File: src/rtl/spi_sr_pkg.sv
package spi_sr_pkg;

    localparam int BYTE_W = 8;
    localparam int BIT_CW = $clog2(BYTE_W);

    localparam logic [BYTE_W-1:0] OP_WR_ENABLE = 8'h06;
    localparam logic [BYTE_W-1:0] OP_WR_STATUS = 8'h01;
    localparam logic [BYTE_W-1:0] OP_RD_STATUS = 8'h05;

    // register bit positions; read-back order depends on them
    localparam int SR_LOCK = 7;
    localparam int SR_BP_HI = 5;
    localparam int SR_BP_LO = 2;
    localparam int SR_WEL = 1;
    localparam int SR_BUSY = 0;

    typedef struct packed {
        logic              csn;
        logic              sck;
        logic [BIT_CW-1:0] bit_cnt;
        logic [1:0]        byte_cnt;
        logic [BYTE_W-2:0] shreg;
    } rx_state_t;

    typedef struct packed {
        logic [BYTE_W-1:0] sr;
        logic [BYTE_W-1:0] cmd;
        logic [BYTE_W-1:0] data;
        logic              rd_act;
        logic [BIT_CW-1:0] out_cnt;
        logic [BYTE_W-1:0] tx;
        logic              miso;
    } ctl_state_t;

endpackage

File: src/rtl/spi_sr_rx.sv
module spi_sr_rx
    import spi_sr_pkg::*;
(
    input  logic              clk,
    input  logic              rst_n,
    input  logic              csn_i,
    input  logic              sck_i,
    input  logic              mosi_i,
    output logic              sck_fall_o,
    output logic              cs_rise_o,
    output logic              byte_vld_o,
    output logic [BYTE_W-1:0] rx_byte_o,
    output logic [1:0]        byte_idx_o,
    output logic [BIT_CW-1:0] bit_cnt_o,
    output logic [1:0]        byte_cnt_o
);

    rx_state_t state_d, state_q;
    logic      sck_rise;

    always_comb begin
        state_d    = state_q;
        state_d.csn = csn_i;
        state_d.sck = sck_i;
        sck_rise   = sck_i & ~state_q.sck & ~csn_i;
        sck_fall_o = ~sck_i & state_q.sck & ~csn_i;
        cs_rise_o  = csn_i & ~state_q.csn;
        byte_vld_o = 1'b0;
        rx_byte_o  = {state_q.shreg, mosi_i};
        byte_idx_o = state_q.byte_cnt;
        bit_cnt_o  = state_q.bit_cnt;
        byte_cnt_o = state_q.byte_cnt;
        if (csn_i) begin
            state_d.bit_cnt  = '0;
            state_d.byte_cnt = '0;
        end else if (sck_rise) begin
            state_d.shreg   = {state_q.shreg[BYTE_W-3:0], mosi_i};
            state_d.bit_cnt = state_q.bit_cnt + 1'b1;
            if (state_q.bit_cnt == BIT_CW'(BYTE_W - 1)) begin
                byte_vld_o = 1'b1;
                if (state_q.byte_cnt != 2'd3) begin
                    state_d.byte_cnt = state_q.byte_cnt + 2'd1;
                end
            end
        end
    end

    always_ff @(posedge clk or negedge rst_n) begin
        if (!rst_n) begin
            state_q <= '{csn: 1'b1, sck: 1'b0, bit_cnt: '0, byte_cnt: '0, shreg: '0};
        end else begin
            state_q <= state_d;
        end
    end

    AST_FRAME_CNT_CLEAR: assert property (@(posedge clk) disable iff (!rst_n)
        state_q.csn |-> (state_q.bit_cnt == '0 && state_q.byte_cnt == '0));

endmodule

File: src/rtl/spi_sr_timer.sv
module spi_sr_timer #(
    parameter int CYCLES = 400
) (
    input  logic clk,
    input  logic rst_n,
    input  logic start_i,
    output logic busy_o,
    output logic done_o
);

    localparam int CW = $clog2(CYCLES + 1);

    logic [CW-1:0] cnt_d, cnt_q;

    always_comb begin
        cnt_d  = cnt_q;
        busy_o = (cnt_q != '0);
        done_o = (cnt_q == CW'(1));
        if (start_i) begin
            cnt_d = CW'(CYCLES);
        end else if (cnt_q != '0) begin
            cnt_d = cnt_q - 1'b1;
        end
    end

    always_ff @(posedge clk or negedge rst_n) begin
        if (!rst_n) begin
            cnt_q <= '0;
        end else begin
            cnt_q <= cnt_d;
        end
    end

    AST_TIMER_COUNTDOWN: assert property (@(posedge clk) disable iff (!rst_n)
        (cnt_q != '0 && !start_i) |=> (cnt_q == $past(cnt_q) - 1'b1));
    AST_START_WHEN_IDLE: assert property (@(posedge clk) disable iff (!rst_n)
        start_i |-> (cnt_q == '0));

endmodule

File: src/rtl/spi_sr_ctrl.sv
module spi_sr_ctrl
    import spi_sr_pkg::*;
#(
    parameter int WR_CYCLES = 400
) (
    input  logic        clk,
    input  logic        rst_n,
    input  logic        spi_csn,
    input  logic        spi_sck,
    input  logic        spi_mosi,
    output logic        spi_miso,
    input  logic        wp_n,
    output logic [7:0]  status_o
);

    ctl_state_t        state_d, state_q;
    logic              sck_fall, cs_rise, byte_vld;
    logic [BYTE_W-1:0] rx_byte;
    logic [1:0]        byte_idx, byte_cnt;
    logic [BIT_CW-1:0] bit_cnt;
    logic              t_start, t_busy, t_done;
    logic              hw_lock, len_one, len_two;

    spi_sr_rx u_rx (
        .clk        (clk),
        .rst_n      (rst_n),
        .csn_i      (spi_csn),
        .sck_i      (spi_sck),
        .mosi_i     (spi_mosi),
        .sck_fall_o (sck_fall),
        .cs_rise_o  (cs_rise),
        .byte_vld_o (byte_vld),
        .rx_byte_o  (rx_byte),
        .byte_idx_o (byte_idx),
        .bit_cnt_o  (bit_cnt),
        .byte_cnt_o (byte_cnt)
    );

    spi_sr_timer #(.CYCLES(WR_CYCLES)) u_timer (
        .clk     (clk),
        .rst_n   (rst_n),
        .start_i (t_start),
        .busy_o  (t_busy),
        .done_o  (t_done)
    );

    always_comb begin
        state_d = state_q;
        t_start = 1'b0;
        hw_lock = ~wp_n & state_q.sr[SR_LOCK];
        len_one = (bit_cnt == '0) && (byte_cnt == 2'd1);
        len_two = (bit_cnt == '0) && (byte_cnt == 2'd2);

        // command and data capture
        if (byte_vld) begin
            if (byte_idx == 2'd0) begin
                state_d.cmd = rx_byte;
                if (rx_byte == OP_RD_STATUS) begin
                    state_d.rd_act  = 1'b1;
                    state_d.out_cnt = '0;
                end
            end else if (byte_idx == 2'd1) begin
                state_d.data = rx_byte;
            end
        end

        // read-back shifter, driven on falling serial clock
        if (sck_fall && state_q.rd_act) begin
            if (state_q.out_cnt == '0) begin
                state_d.tx   = state_q.sr;
                state_d.miso = state_q.sr[BYTE_W-1];
            end else begin
                state_d.miso = state_q.tx[BIT_CW'(BYTE_W - 1) - state_q.out_cnt];
            end
            state_d.out_cnt = state_q.out_cnt + 1'b1;
        end

        if (spi_csn) begin
            state_d.rd_act  = 1'b0;
            state_d.miso    = 1'b0;
            state_d.out_cnt = '0;
        end

        // commit at select release
        if (cs_rise && !state_q.sr[SR_BUSY]) begin
            if (state_q.cmd == OP_WR_ENABLE && len_one) begin
                state_d.sr[SR_WEL] = 1'b1;
            end
            if (state_q.cmd == OP_WR_STATUS && len_two &&
                state_q.sr[SR_WEL] && !hw_lock) begin
                state_d.sr[SR_LOCK]            = state_q.data[SR_LOCK];
                state_d.sr[SR_BP_HI:SR_BP_LO]  = state_q.data[SR_BP_HI:SR_BP_LO];
                state_d.sr[SR_BUSY]            = 1'b1;
                t_start                        = 1'b1;
            end
        end

        if (t_done) begin
            state_d.sr[SR_BUSY] = 1'b0;
            state_d.sr[SR_WEL]  = 1'b0;
        end
    end

    always_ff @(posedge clk or negedge rst_n) begin
        if (!rst_n) begin
            state_q <= '0;
        end else begin
            state_q <= state_d;
        end
    end

    assign spi_miso = state_q.miso & ~spi_csn;
    assign status_o = state_q.sr;

    AST_BUSY_TRACKS_TIMER: assert property (@(posedge clk) disable iff (!rst_n)
        state_q.sr[SR_BUSY] == t_busy);
    AST_WRITE_NEEDS_WEL: assert property (@(posedge clk) disable iff (!rst_n)
        $rose(state_q.sr[SR_BUSY]) |-> state_q.sr[SR_WEL]);
    AST_HW_LOCK_HOLDS: assert property (@(posedge clk) disable iff (!rst_n)
        (!wp_n && state_q.sr[SR_LOCK]) |=> $stable(state_q.sr[7:2]));
    AST_BUSY_FREEZES: assert property (@(posedge clk) disable iff (!rst_n)
        state_q.sr[SR_BUSY] |=> $stable(state_q.sr[7:2]));
    AST_MISO_QUIET: assert property (@(posedge clk) disable iff (!rst_n)
        $rose(spi_csn) |=> !state_q.miso);

endmodule

File: config.mk
export PLATFORM = sky130hd
export DESIGN_NAME = spi_sr_ctrl
export DESIGN_NICKNAME = d
export VERILOG_FILES = /design/src/rtl/spi_sr_pkg.sv /design/src/rtl/spi_sr_rx.sv /design/src/rtl/spi_sr_timer.sv /design/src/rtl/spi_sr_ctrl.sv
export SDC_FILE = /design/constraint.sdc
export NUM_CORES = 1
export LEC_CHECK = 0
export BUFFER_PORTS_ARGS = -buffer_cell sky130_fd_sc_hd__buf_2
export CAP_MARGIN = 20
export CORE_UTILIZATION = 40
export DETAILED_ROUTE_END_ITERATION = 7
export GPL_ROUTABILITY_DRIVEN = 0
export MAX_ROUTING_LAYER = met4
export PLACE_DENSITY = 0.65
export SLEW_MARGIN = 10
export SYNTH_ARGS = -nofsm -noshare
export SYNTH_HDL_FRONTEND = slang
export SYNTH_SLANG_ARGS = --single-unit
export TNS_END_PERCENT = 5
File: constraint.sdc
create_clock -name clk -period 2.53 [get_ports clk]
set_input_delay 0.253 -clock clk [delete_from_list [all_inputs] [get_ports clk]]
set_output_delay 0.253 -clock clk [all_outputs]
set_load 0.01 [all_outputs]
==> results.py <==
metrics = {
    "timing": {
        "setup_violations": 0,
        "finalClockSkew_ns": 0.00817,
        "period_share": 0.764,
        "hold_viol_final": 0,
        "tightest_slew_ns": 0.906,
        "setup_tns_ns": 0,
        "rsz0062_at_grt": "no",
        "setup_slack_ns": 0.596,
        "relSlewSlack": 0.396,
        "min_period_ns": 1.93,
        "hold_slack_ns": 0.0677,
        "fmax_mhz": 517,
        "final-max-slew-violation-count": 0,
    },
    "clock_tree": {
        "cts_sinks": 55,
        "root_buffer": "clkbuf_8",
        "htree_levels": 2,
        "cts_setup_buffers": 0,
        "clk_pin_slew_ns": 0.10,
        "tritoncts.num_buffers": 5,
        "post_cts_resized": 0,
        "hold_buffers": 0,
        "cts_tree": "done",
        "clock_latency_ns": 0.31,
        "clk_path_buf_depth": 2,
    },
    "place": {
        "place_worst_setup_slack_ns": 0.593,
        "hpwl_mm": 3.18,
        "placed_cells": 290,
        "port_buffers": 13,
        "placed_area_um2": 2700,
    },
    "yosys": {
        "synth.distinct_cells": 47,
        "synth_compound_area_frac": 0.0595,
        "seq_area_frac_synth": 0.533,
        "synth_fa_ha_area_frac": 0.0532,
        "synth_top_family_by_area": "multiplexers",
        "synth_edf_count": 0,
        "syn_avg_cell_area_um2": 12.3,
        "synth-seq-cells": 55,
        "yosys.area_share.xor_xnor": 0.0136,
        "synthSimpleGateAreaFrac": 0.136,
        "async_reset_ff_frac": 1.00,
        "synth-main-ff-cell": "dfrtp_1",
        "syn_nets": 227,
        "synth_warnings": 0,
        "synthTopCellsByArea": "dfrtp_1 52%, mux2_2 14%, ha_1 5.3%",
        "muxShareOfSynthArea": 0.155,
        "synth.top_cell.area_share": 0.523,
        "netlist_area_um2": 2580,
        "synth_area_leader_cell": "dfrtp_1",
        "syn_inst": 210,
    },
    "global_route": {
        "grt_pass1_wl_mm": 7.53,
        "grt_use_met2": 0.234,
        "grt_pass1_vias": 1537,
        "met3_usage": 0.0308,
        "grt_busiest_layer": "met2",
        "antenna_found_initial": 0,
        "overflow": 0,
        "grt_max_degree": 43,
        "gr-usage-met1": 0.204,
        "grt_util_all_layers": 0.156,
    },
    "cells_and_area": {
        "final_common_cell": "dfrtp_1",
        "n_antenna_cell": 0,
        "final_util": 0.468,
        "synthToLayoutAreaGrowth_pct": 9.63,
        "fin_cells": 298,
        "nNetsFinal": 239,
        "drive_above_1_share": 0.291,
        "final_cell_mix": "54 x dfrtp_1, 31 x mux2_2, 16 x nor2_1",
        "final_area_um2": 2830,
    },
    "drt": {
        "wl_per_cell_um": 14.5,
        "antenna_left": 0,
        "dr.pass1.iters": 3,
        "vias": 1525,
        "wirelength_mm": 4.33,
        "via_per_inst": 5.12,
        "first_iter_violations": 78,
        "drc": 0,
    },
    "setup_path": {
        "cpLargestDelayFamily": "simple AND/OR/NAND/NOR gates",
        "cp_slowest_cell": "dfrtp_1",
        "critPathBufInv": 2,
        "cp-start-kind": "flop",
        "cp-end-kind": "flop",
        "regToRegSetupSlack_ns": 0.60,
        "cp.required_ns": 2.73,
        "crit_path_max_incr_delay_ns": 0.41,
        "crit_fanout": 15,
        "worstPathCellList": "inv_1 > ha_1 > nor4bb_1 > nand3_1 > nor3_2 > buf_4 > mux2_2",
        "arrival_ns": 2.14,
        "crit_type": "flop to flop",
    },
    "pwr": {
        "powerDensity_nw_per_um2": 623,
        "p_total_mw": 1.77,
        "ir_drop_mv": 0.284,
        "power_leakage_nw": 1.34,
    },
    "die": {
        "start_util": 0.427,
        "die_area_um2": 6790,
        "die_w_um": 82.4,
        "coreArea_um2": 6060,
        "rows": 28,
        "ios": 15,
        "die_h_um": 82.4,
    },
    "worst_hold_path": {
        "hold_path.class": "primary input to asynchronous set/reset pin",
    },
    "flow_run": {
        "cap_violations": 0,
    },
    "status": {
        "status": "finished clean",
    },
}
==> cell usage after synthesis (4+ instances only) <==
cell type  instances
o21ai_0            6
mux2_2            31
xnor2_1            4
nor2_1            16
buf_4              8
ha_1              11
buf_2              4
inv_1             10
dfrtp_1           54
nand2_1            6
a21oi_1            4
nand2b_1           4
==> routing by layer <==
metal  share of wire  vias to the layer above  wire (µm)
met4           0.021                        0         91
met3           0.026                        8        113
li1                -                      754          -
met2            0.44                       16       1910
met5               0                        -          0
met1            0.51                      747       2220
==> cell families (layout without fill, tap and decap cells) <==
logic type / Yosys count / after routing
other cells: 1 / 1
flops: 55 / 55
compound gates: 23 / 23
mux: 35 / 35
xor+xnor: 4 / 4
fa+ha+maj: 11 / 11
buf+inv: 24 / 37
simple gates: 57 / 57
==> flip-flops by register name (all words and copies together) (netlist names) <==
register	cells
state_q	25
status_o	7
u_rx.bit_cnt_o	3
u_rx.byte_cnt_o	2
u_rx.rx_byte_o	7
u_rx.state_q	2
u_timer.cnt_q	9
==> cell type report <==
class                   count  area (µm²)
multi-input cells         131        1080
clock inverters             2        60.1
fillers                   564        3230
repair buffers             19         110
flip-flops and latches     55        1380
inverters                  10        37.5
clock buffers               6        72.6
well taps                  75        93.8
==> path summary, 6_finish.rpt <==
kind | from | end | depth (start not counted)
worst max-delay path | u_rx.bit_cnt_o[0] | status_o[3] | 7
worst min-delay path | rst_n | state_q[11] | 1
worst max register to register | u_rx.bit_cnt_o[0] | status_o[3] | 7
worst min register to register | state_q[8] | state_q[8] | 2
max in group asynchronous | rst_n | u_rx.rx_byte_o[4] | 2
min in group clk | spi_sck | u_rx.state_q[12] | 1
==> power by group <==
group / internal, mW / switching, mW / total, mW
logic: 0.0548 / 0.0484 / 0.103
clock network: 0.395 / 0.278 / 0.673
registers: 0.930 / 0.0599 / 0.990
total: 1.38 / 0.386 / 1.77
Power figures use the tool's default switching activity.
